==> src/rtl/irq_lvl_pkg.sv <==
// Package: shared group encoding and level/vector constants for the
// grouped interrupt controller. Assumes exactly three active groups.
package irq_lvl_pkg;

    typedef enum logic [1:0] {
        GRP_NONE = 2'd0,
        GRP_LO   = 2'd1,
        GRP_MID  = 2'd2,
        GRP_HI   = 2'd3
    } grp_e;

    localparam int IPL_W = 3;
    localparam int VEC_W = 8;

    localparam logic [IPL_W-1:0] IPL_LO  = 3'd3;
    localparam logic [IPL_W-1:0] IPL_MID = 3'd5;
    localparam logic [IPL_W-1:0] IPL_HI  = 3'd6;

    localparam logic [VEC_W-1:0] VEC_LO  = 8'd27;
    localparam logic [VEC_W-1:0] VEC_MID = 8'd29;
    localparam logic [VEC_W-1:0] VEC_HI  = 8'd30;

    // Map a group to its processor level.
    function automatic logic [IPL_W-1:0] grp_level(grp_e g);
        case (g)
            GRP_LO:  return IPL_LO;
            GRP_MID: return IPL_MID;
            GRP_HI:  return IPL_HI;
            default: return '0;
        endcase
    endfunction

    // Map a group to its autovector number.
    function automatic logic [VEC_W-1:0] grp_vector(grp_e g);
        case (g)
            GRP_LO:  return VEC_LO;
            GRP_MID: return VEC_MID;
            GRP_HI:  return VEC_HI;
            default: return '0;
        endcase
    endfunction

endpackage

==> src/rtl/irq_src_event.sv <==
// Module: irq_src_event
// Registers each request line and turns its edges into per-bit set and
// clear pulses at the source's status position. An edge is dropped when
// the mask bit at that position (current register value) is set.
// Assumes distinct positions for all sources, each below DATA_W.
module irq_src_event #(
    parameter int DATA_W = 32,
    parameter int NSRC   = 12,
    parameter int POS_W  = 5,
    parameter logic [NSRC*POS_W-1:0] SRC_POS = '0
) (
    input  logic              clk,
    input  logic              rst_n,
    input  logic [NSRC-1:0]   src_req,
    input  logic [DATA_W-1:0] mask_q,
    output logic [DATA_W-1:0] set_vec,
    output logic [DATA_W-1:0] clr_vec
);

    logic [NSRC-1:0] req_q;

    // Remember the previous level; tracks the input during reset so no
    // edge is seen when reset is released.
    always_ff @(posedge clk) begin
        req_q <= src_req;
    end

    // Form masked set/clear pulses at each source's status position.
    always_comb begin
        set_vec = '0;
        clr_vec = '0;
        for (int i = 0; i < NSRC; i++) begin
            if (rst_n && !mask_q[SRC_POS[i*POS_W +: POS_W]]) begin
                if (src_req[i] && !req_q[i])
                    set_vec[SRC_POS[i*POS_W +: POS_W]] = 1'b1;
                if (!src_req[i] && req_q[i])
                    clr_vec[SRC_POS[i*POS_W +: POS_W]] = 1'b1;
            end
        end
    end

endmodule

==> src/rtl/irq_regs.sv <==
// Module: irq_regs
// Holds the status and mask words. Source pulses take precedence over a
// software status write on their own bit; all other bits take the write.
// Assumes set and clear never coincide on one bit (one source per bit).
module irq_regs #(
    parameter int DATA_W = 32
) (
    input  logic              clk,
    input  logic              rst_n,
    input  logic              bus_wr,
    input  logic              bus_sel,
    input  logic [DATA_W-1:0] bus_wdata,
    input  logic [DATA_W-1:0] set_vec,
    input  logic [DATA_W-1:0] clr_vec,
    output logic [DATA_W-1:0] status_q,
    output logic [DATA_W-1:0] mask_q,
    output logic [DATA_W-1:0] bus_rdata
);

    logic [DATA_W-1:0] status_base;
    logic [DATA_W-1:0] status_d;

    // Choose software data or held value, then overlay source events.
    always_comb begin
        status_base = (bus_wr && !bus_sel) ? bus_wdata : status_q;
        status_d    = (status_base | set_vec) & ~clr_vec;
    end

    // Status register update.
    always_ff @(posedge clk) begin
        if (!rst_n) status_q <= '0;
        else        status_q <= status_d;
    end

    // Mask register update.
    always_ff @(posedge clk) begin
        if (!rst_n)                 mask_q <= '0;
        else if (bus_wr && bus_sel) mask_q <= bus_wdata;
    end

    // Combinational read of the selected register.
    always_comb begin
        bus_rdata = bus_sel ? mask_q : status_q;
    end

endmodule

==> src/rtl/irq_prio_encode.sv <==
// Module: irq_prio_encode
// Reduces source-owned status bits to a group hit vector and picks the
// highest group. Bits owned by no source are ignored.
module irq_prio_encode
    import irq_lvl_pkg::*;
#(
    parameter int DATA_W = 32,
    parameter int NSRC   = 12,
    parameter int POS_W  = 5,
    parameter logic [NSRC*POS_W-1:0] SRC_POS = '0,
    parameter logic [NSRC*2-1:0]     SRC_GRP = '0
) (
    input  logic [DATA_W-1:0] status_q,
    output logic [IPL_W-1:0]  cpu_ipl,
    output logic [VEC_W-1:0]  cpu_vector,
    output logic              cpu_irq
);

    logic [2:0] hit;    // [0] low, [1] mid, [2] high
    grp_e       top_grp;

    // Gather which groups have at least one set status bit.
    always_comb begin
        hit = '0;
        for (int i = 0; i < NSRC; i++) begin
            if (status_q[SRC_POS[i*POS_W +: POS_W]]) begin
                case (grp_e'(SRC_GRP[i*2 +: 2]))
                    GRP_LO:  hit[0] = 1'b1;
                    GRP_MID: hit[1] = 1'b1;
                    GRP_HI:  hit[2] = 1'b1;
                    default: ;
                endcase
            end
        end
    end

    // Pick the highest active group and drive level and vector.
    always_comb begin
        if (hit[2])      top_grp = GRP_HI;
        else if (hit[1]) top_grp = GRP_MID;
        else if (hit[0]) top_grp = GRP_LO;
        else             top_grp = GRP_NONE;
        cpu_ipl    = grp_level(top_grp);
        cpu_vector = grp_vector(top_grp);
        cpu_irq    = |hit;
    end

endmodule

==> src/rtl/irq_level_ctrl.sv <==
// Module: irq_level_ctrl (top)
// Grouped interrupt status controller: edge-sampled, mask-checked
// request lines into a status word; level and autovector out.
// Assumes request lines are synchronous to clk.
module irq_level_ctrl
    import irq_lvl_pkg::*;
#(
    parameter int DATA_W = 32,
    parameter int NSRC   = 12,
    parameter int POS_W  = $clog2(DATA_W),
    parameter logic [NSRC*POS_W-1:0] SRC_POS = {
        5'd28, 5'd26, 5'd21, 5'd20, 5'd17, 5'd12,
        5'd9,  5'd8,  5'd6,  5'd5,  5'd3,  5'd2},
    parameter logic [NSRC*2-1:0] SRC_GRP = {
        2'd3, 2'd3, 2'd3, 2'd3, 2'd2,
        2'd1, 2'd1, 2'd1, 2'd1, 2'd1, 2'd1, 2'd1}
) (
    input  logic              clk,
    input  logic              rst_n,
    input  logic [NSRC-1:0]   src_req,
    input  logic              bus_wr,
    input  logic              bus_sel,
    input  logic [DATA_W-1:0] bus_wdata,
    output logic [DATA_W-1:0] bus_rdata,
    output logic [2:0]        cpu_ipl,
    output logic [7:0]        cpu_vector,
    output logic              cpu_irq
);

    logic [DATA_W-1:0] set_vec;
    logic [DATA_W-1:0] clr_vec;
    logic [DATA_W-1:0] status_q;
    logic [DATA_W-1:0] mask_q;

    irq_src_event #(
        .DATA_W(DATA_W), .NSRC(NSRC), .POS_W(POS_W), .SRC_POS(SRC_POS)
    ) u_event (
        .clk(clk), .rst_n(rst_n), .src_req(src_req), .mask_q(mask_q),
        .set_vec(set_vec), .clr_vec(clr_vec)
    );

    irq_regs #(.DATA_W(DATA_W)) u_regs (
        .clk(clk), .rst_n(rst_n), .bus_wr(bus_wr), .bus_sel(bus_sel),
        .bus_wdata(bus_wdata), .set_vec(set_vec), .clr_vec(clr_vec),
        .status_q(status_q), .mask_q(mask_q), .bus_rdata(bus_rdata)
    );

    irq_prio_encode #(
        .DATA_W(DATA_W), .NSRC(NSRC), .POS_W(POS_W),
        .SRC_POS(SRC_POS), .SRC_GRP(SRC_GRP)
    ) u_enc (
        .status_q(status_q), .cpu_ipl(cpu_ipl),
        .cpu_vector(cpu_vector), .cpu_irq(cpu_irq)
    );

endmodule

==> config.mk <==
export PLATFORM = sky130hd
export DESIGN_NAME = irq_level_ctrl
export DESIGN_NICKNAME = d
export VERILOG_FILES = /design/src/rtl/irq_lvl_pkg.sv /design/src/rtl/irq_src_event.sv /design/src/rtl/irq_regs.sv /design/src/rtl/irq_prio_encode.sv /design/src/rtl/irq_level_ctrl.sv
export SDC_FILE = /design/constraint.sdc
export NUM_CORES = 1
export LEC_CHECK = 0
export BUFFER_PORTS_ARGS = -buffer_cell sky130_fd_sc_hd__buf_4
export CAP_MARGIN = 10
export CORE_MARGIN = 1.5
export CORE_UTILIZATION = 25
export DETAILED_ROUTE_END_ITERATION = 7
export SLEW_MARGIN = 20
export SYNTH_ARGS = -nofsm -noshare
export SYNTH_HDL_FRONTEND = slang
export SYNTH_HIERARCHICAL = 1
export SYNTH_SLANG_ARGS = --single-unit
==> constraint.sdc <==
create_clock -name clk -period 2.2 [get_ports clk]
set_clock_uncertainty 0.1 [all_clocks]
set_input_delay 0.11 -clock clk [delete_from_list [all_inputs] [get_ports clk]]
set_output_delay 0.11 -clock clk [all_outputs]
set_load 0.01 [all_outputs]
* Yosys cells after proc, flatten, opt, wreduce, memory -nomap -nowiden
Index checks and enable logic that the tools add are counted.
Cells by class: shifts and indexed selects 0, bitwise gates (word level) 3, $mul 0, add/sub/neg operators 0, $lt $le $gt $ge 0, divide/modulo/power cells 0, equality and inequality tests 3, multiplexer cells 67, reduce and logical (&&, ||, !) cells 76
Operator list (count):
- 2-to-1 mux 32 bit | 2
- 2-to-1 mux 1 bit | 61
- logical AND 1 bit | 38
- logical NOT 1 bit | 37
- AND 32 bit | 1
- NOT 29 -> 32 bit | 1
- OR 32 x 29 -> 32 bit | 1
- case mux 5 bit (3 select lines) | 1
- case mux 3 bit (3 select lines) | 1
- == test 2 bit, second input constant | 2
- 2-to-1 mux 2 bit | 2
- OR reduction 3 bit | 1
- == test 2 x 1 -> 1 bit, second input constant | 1
Word-level totals: bits in latches 0, memories 0, memory bits (writable) 0, input port bits 48, register bits after elaboration 76, memory bits (read-only) 0

* Longest topological paths before layout
depth after elaboration 12, gate-level depth with buffers 6

* Cells and area by module
The synthesis kept the hierarchy.
By module, submodules not included:
- irq_regs | area an instance 3547.2 µm², cells each 323, times used 1
- irq_src_event | area an instance 957.2 µm², cells each 79, times used 1
- irq_prio_encode | area an instance 137.6 µm², cells each 18, times used 1

* Worst setup path after synthesis
OpenSTA, ideal clock, no wires.
kind reg2out, start reg u_regs.status_q[6], end out cpu_vector[0], arrival 1563 ps, slack 427 ps, buffers on the path 1, cell stages (with the launch flop) 6, cell sequence dfxtp_1 or4_4 nor4_4 o21a_1 ha_1 buf_4
Between the ends: word-level cells in the longest chain between the ends 9, elaborated cells on any way between the ends 11, those cells by class eq/ne (3); mux (8)
Ends and longest elaborated chain:
- start: declaration | RTL line irq_regs.sv:15 | output logic [DATA_W-1:0] status_q,
- start signal: assignment | RTL line irq_regs.sv:32 | else status_q <= status_d;
- 2-to-1 mux 1 bit * (4 in series) | RTL line irq_prio_encode.sv:26 | if (status_q[SRC_POS[i*POS_W +: POS_W]]) begin
- 2-to-1 mux 1 bit * | RTL line irq_prio_encode.sv:41 | else if (hit[0]) top_grp = GRP_LO;
- 2-to-1 mux 2 bit * | RTL line irq_prio_encode.sv:40 | else if (hit[1]) top_grp = GRP_MID;
- 2-to-1 mux 2 bit * | RTL line irq_prio_encode.sv:39 | if (hit[2]) top_grp = GRP_HI;
- == test 2 bit / == test 2 x 1 -> 1 bit (equally long branches) | RTL line irq_lvl_pkg.sv:35 | case (g)
- case mux 5 bit (3 select lines) * | RTL line irq_lvl_pkg.sv:35
- end: declaration | RTL line irq_level_ctrl.sv:26 | output logic [7:0] cpu_vector,
Every way passes the cells marked *; elsewhere a longest branch is shown, timed or not.

* Worst setup path in the final report
start reg u_regs.status_q[8], end out cpu_ipl[0]
Between the ends: word-level cells in the longest chain between the ends 8, elaborated cells on any way between the ends 10, those cells by class eq/ne (3); mux (7)
Ends and longest elaborated chain:
- 2-to-1 mux 1 bit * (3 in series) | RTL line irq_prio_encode.sv:26
- 2-to-1 mux 1 bit * | RTL line irq_prio_encode.sv:41
- 2-to-1 mux 2 bit * | RTL line irq_prio_encode.sv:40
- 2-to-1 mux 2 bit * | RTL line irq_prio_encode.sv:39
- == test 2 bit / == test 2 x 1 -> 1 bit (equally long branches) | RTL line irq_lvl_pkg.sv:25 | case (g)
- case mux 3 bit (3 select lines) * | RTL line irq_lvl_pkg.sv:25
- end: declaration | RTL line irq_level_ctrl.sv:25 | output logic [2:0] cpu_ipl,
Marks and branches as above.

==> qor.log <==
INFO  timing         fin_ws=0.0174ns
INFO  final_layout   diodes=0
INFO  timing         final-hold-violation-count=0
INFO  detailed_routing drt_wl_total=11400µm
INFO  timing         number_of_slew_limit_violations_in_the_final_report=0
INFO  final_layout   share_of_layout_cells_above_drive_strength_1=47.8%
INFO  logic_synthesis syn-cell-area=4640µm²
INFO  floorplan      initial_core_util=25.7%
INFO  logic_synthesis post_synth.cell_area_avg=11.1µm²
INFO  detailed_routing first_pass_iters=6
INFO  logic_synthesis synth_seq_cells=76
INFO  pwr            ir_drop=414µV
INFO  timing         rsz_0062_raised_after_global_routing=yes
INFO  pwr            power_density=676nW/µm²
INFO  clock_network  number_of_clock_buffers_inserted_by_tritoncts=9
INFO  setup_path     crit_type=reg -> out
INFO  floorplan      die_w=139µm
INFO  final_layout   final.fill_count=1799
INFO  detailed_routing post_drt_wl_per_cell=14.8µm
INFO  clock_network  path_clk_slew=0.06ns
INFO  final_layout   finalNetCount=585
INFO  clock_network  clock_latency_on_the_worst_skew_pair=0.34ns
INFO  setup_path     cp_max_fo=3
INFO  clock_network  ctsHtreeMaxLevel=3
INFO  grt            grt_overflow=0
INFO  final_layout   multiInputGateArea=2710µm²
INFO  placed_design  detailedPlacementHpwl=7570µm
INFO  timing         timing.slew.headroom=56.2%
INFO  clock_network  cts_sinks=76
INFO  clock_network  root_buf_cell=sky130_fd_sc_hd__clkbuf_16
INFO  placed_design  dp_slack=0.290ns
INFO  pwr            cellLeakagePower=2.40nW
INFO  clock_network  cts_tree=done
INFO  grt            grt_pass1_vias=3714
INFO  status         failed_checks=DRC
INFO  setup_path     required=1.99ns
INFO  setup_path     crit_arrival=1.97ns
INFO  detailed_routing ant_nets=0
INFO  min_path       worst_hold_path_type=in -> reg
INFO  detailed_routing drtIter0Drc=109
INFO  grt            total_routing_usage_gr=12.1%
INFO  final_layout   fin_area=6180µm²
INFO  logic_synthesis synth_sequential_area_ratio=32.8%
INFO  status         status=complete, but fails checks
INFO  placed_design  numPortBuffers=88
INFO  grt            antenna_found_initial=0
INFO  floorplan      io_pins=92
INFO  floorplan      floorplan.core_area=18100µm²
INFO  logic_synthesis yosys_warnings=6
INFO  placed_design  placed_cells_incl_taps=708
INFO  setup_path     endpoint_kind=output pin
INFO  final_layout   area_growth_syn_to_layout=33.0%
INFO  timing         finalWorstPathRequiredPeriod=2.18ns
INFO  pwr            power=4.18mW
INFO  setup_path     worstSetupStartpointType=register
INFO  run            reported_max_cap_violation_count=0
INFO  clock_network  cts-root-to-sink-buffers=2
INFO  final_layout   sequential_cell_area=1520µm²
INFO  logic_synthesis synth.lib_cells_used.distinct=30
INFO  timing         report.final.setup_viol=0
INFO  floorplan      dieHeight=139µm
INFO  timing         timing_worst_slew_pin_value=0.655ns
INFO  timing         max_freq=0.458GHz
INFO  timing         fin_crit_sh=99.2%
INFO  grt            largest_net_degree_at_the_start_of_global_routing=42
INFO  grt            grt_pass1_wl=18600µm
INFO  final_layout   fin_cells=769
INFO  placed_design  finalWeightedCongestion=0.660
INFO  detailed_routing viasPerCell=4.58
INFO  floorplan      total_die_area=19400µm²
INFO  detailed_routing vias=3523
INFO  detailed_routing drc_errors=5
INFO  final_layout   final_core_util=34.1%
INFO  floorplan      num_rows=49
INFO  logic_synthesis cell_count_after_synthesis=420
INFO  placed_design  place_area=5320µm²
## final cells by class
cell class	count	share of cell area, %
Multi-Input combinational cell	300	43.9
Inverter	3	0.182
Clock buffer	11	4.09
Sequential cell	76	24.7
Tap cell	229	4.64
Clock inverter	4	1.94
Timing Repair Buffer	146	20.6
## sequential cells by signal (all words and copies together) (netlist names)
signal / cells
u_regs/mask_q: 32
u_event/req_q: 12
u_regs/status_q: 32
## worst paths after layout
path,endpoint,start,depth (start not counted),slack [ns]
hold / removal,u_regs/mask_q[29],bus_wr,3,0.16
setup reg to reg,u_regs/status_q[3],u_regs/mask_q[3],3,0.70
setup / recovery,cpu_ipl[0],u_regs/status_q[8],5,0.02
hold reg to reg,u_regs/status_q[7],u_regs/status_q[7],2,0.45
## metal layers
layer  GRT usage (%)  up-vias  share of wire [%]
met5               0        -                  0
met4            4.93        0                2.0
met3            3.13       20                3.5
met2            21.9       65                 53
met1            13.6     1703                 42
li1                -     1735                  -
## timing repair
| action | in CTS | in global routing |
|---|---|---|
| hold buffers | 44 | 0 |
| setup endpoints to repair | 4 | 5 |
| gates resized for setup | 3 | 5 |
| cloned | 0 | 0 |
| buffers inserted | 1 | 1 |
| endpoints found under the hold margin | 44 | 0 |
## worst max-delay path, stage by stage, from the launching register on
cell	delay (ns)
sky130_fd_sc_hd__dfxtp_2	0.33
sky130_fd_sc_hd__or4_4	0.52
sky130_fd_sc_hd__nor4_4	0.24
sky130_fd_sc_hd__o21a_1	0.20
sky130_fd_sc_hd__ha_4	0.22
sky130_fd_sc_hd__buf_6	0.12
## cell families after synthesis
logic type      Yosys count  share of synthesized area (%)
simple gates            126                           25.8
fa+ha+maj                 1                          0.269
buf+inv                  85                           12.4
other cells               2                          0.162
mux                      32                           7.76
flops                    76                           32.8
compound gates           98                           20.8
## power by group
part	total (mW)	switching [mW]	internal, mW
clock	1.86	0.585	1.28
sequential	1.51	0.0561	1.46
combinational	0.802	0.368	0.434
## Yosys cell counts
| library cell | number | area [µm²] |
|---|---|---|
| sky130_fd_sc_hd__dfxtp_1 | 76 | 1520 |
| sky130_fd_sc_hd__buf_4 | 51 | 383 |
| sky130_fd_sc_hd__a21bo_2 | 32 | 320 |
| sky130_fd_sc_hd__a21oi_1 | 32 | 160 |
| sky130_fd_sc_hd__mux2_2 | 32 | 360 |
| sky130_fd_sc_hd__nand3_1 | 32 | 160 |
| sky130_fd_sc_hd__nor2_1 | 32 | 120 |
| sky130_fd_sc_hd__a2111oi_2 | 31 | 465 |
| sky130_fd_sc_hd__nor4b_2 | 30 | 450 |
| sky130_fd_sc_hd__buf_2 | 17 | 85.1 |
| sky130_fd_sc_hd__and4bb_1 | 12 | 150 |
| sky130_fd_sc_hd__nor4bb_4 | 8 | 200 |
| sky130_fd_sc_hd__clkbuf_1 | 7 | 26.3 |
| sky130_fd_sc_hd__buf_6 | 6 | 67.6 |
| sky130_fd_sc_hd__nor4bb_1 | 4 | 40.0 |
| sky130_fd_sc_hd__conb_1 | 2 | 7.51 |
| sky130_fd_sc_hd__inv_1 | 2 | 7.51 |
| sky130_fd_sc_hd__nor4b_1 | 2 | 17.5 |
| sky130_fd_sc_hd__a2111oi_0 | 1 | 8.76 |
| sky130_fd_sc_hd__buf_1 | 1 | 3.75 |
| sky130_fd_sc_hd__ha_1 | 1 | 12.5 |
| sky130_fd_sc_hd__inv_2 | 1 | 3.75 |
| sky130_fd_sc_hd__nand2_1 | 1 | 3.75 |
| sky130_fd_sc_hd__nand2b_2 | 1 | 8.76 |
| sky130_fd_sc_hd__nor2b_1 | 1 | 6.26 |
| sky130_fd_sc_hd__nor4_1 | 1 | 6.26 |
| sky130_fd_sc_hd__nor4_4 | 1 | 21.3 |
| sky130_fd_sc_hd__o21a_1 | 1 | 7.51 |
| sky130_fd_sc_hd__o21ai_1 | 1 | 5.00 |
| sky130_fd_sc_hd__or4_4 | 1 | 11.3 |
## per-stage QoR
| step | hold WS, ns | setup TNS [ns] |
|---|---|---|
| CTS | 0.152 | -0.125 |
| global placement | 0.131 | 0 |
| finish | 0.162 | 0 |
| floorplan | 0.0377 | 0 |
| detailed placement | 0.134 | 0 |
| global route | 0.184 | -0.150 |
## cell usage in the layout (no fill, tap or decap), drive strengths merged, types with 2 or more instances in the layout
| cell type | synthesis | routed |
|---|---|---|
| a2111oi | 32 | 32 |
| a21bo | 32 | 32 |
| a21oi | 32 | 32 |
| and4bb | 12 | 12 |
| buf | 75 | 102 |
| bufinv | 0 | 4 |
| clkbuf | 7 | 11 |
| conb | 2 | 43 |
| dfxtp | 76 | 76 |
| dlygate4sd3 | 0 | 44 |
| inv | 3 | 3 |
| mux2 | 32 | 32 |
| nand3 | 32 | 32 |
| nor2 | 32 | 32 |
| nor4 | 2 | 2 |
| nor4b | 32 | 32 |
| nor4bb | 12 | 12 |
(Power assumes the default switching activity.)
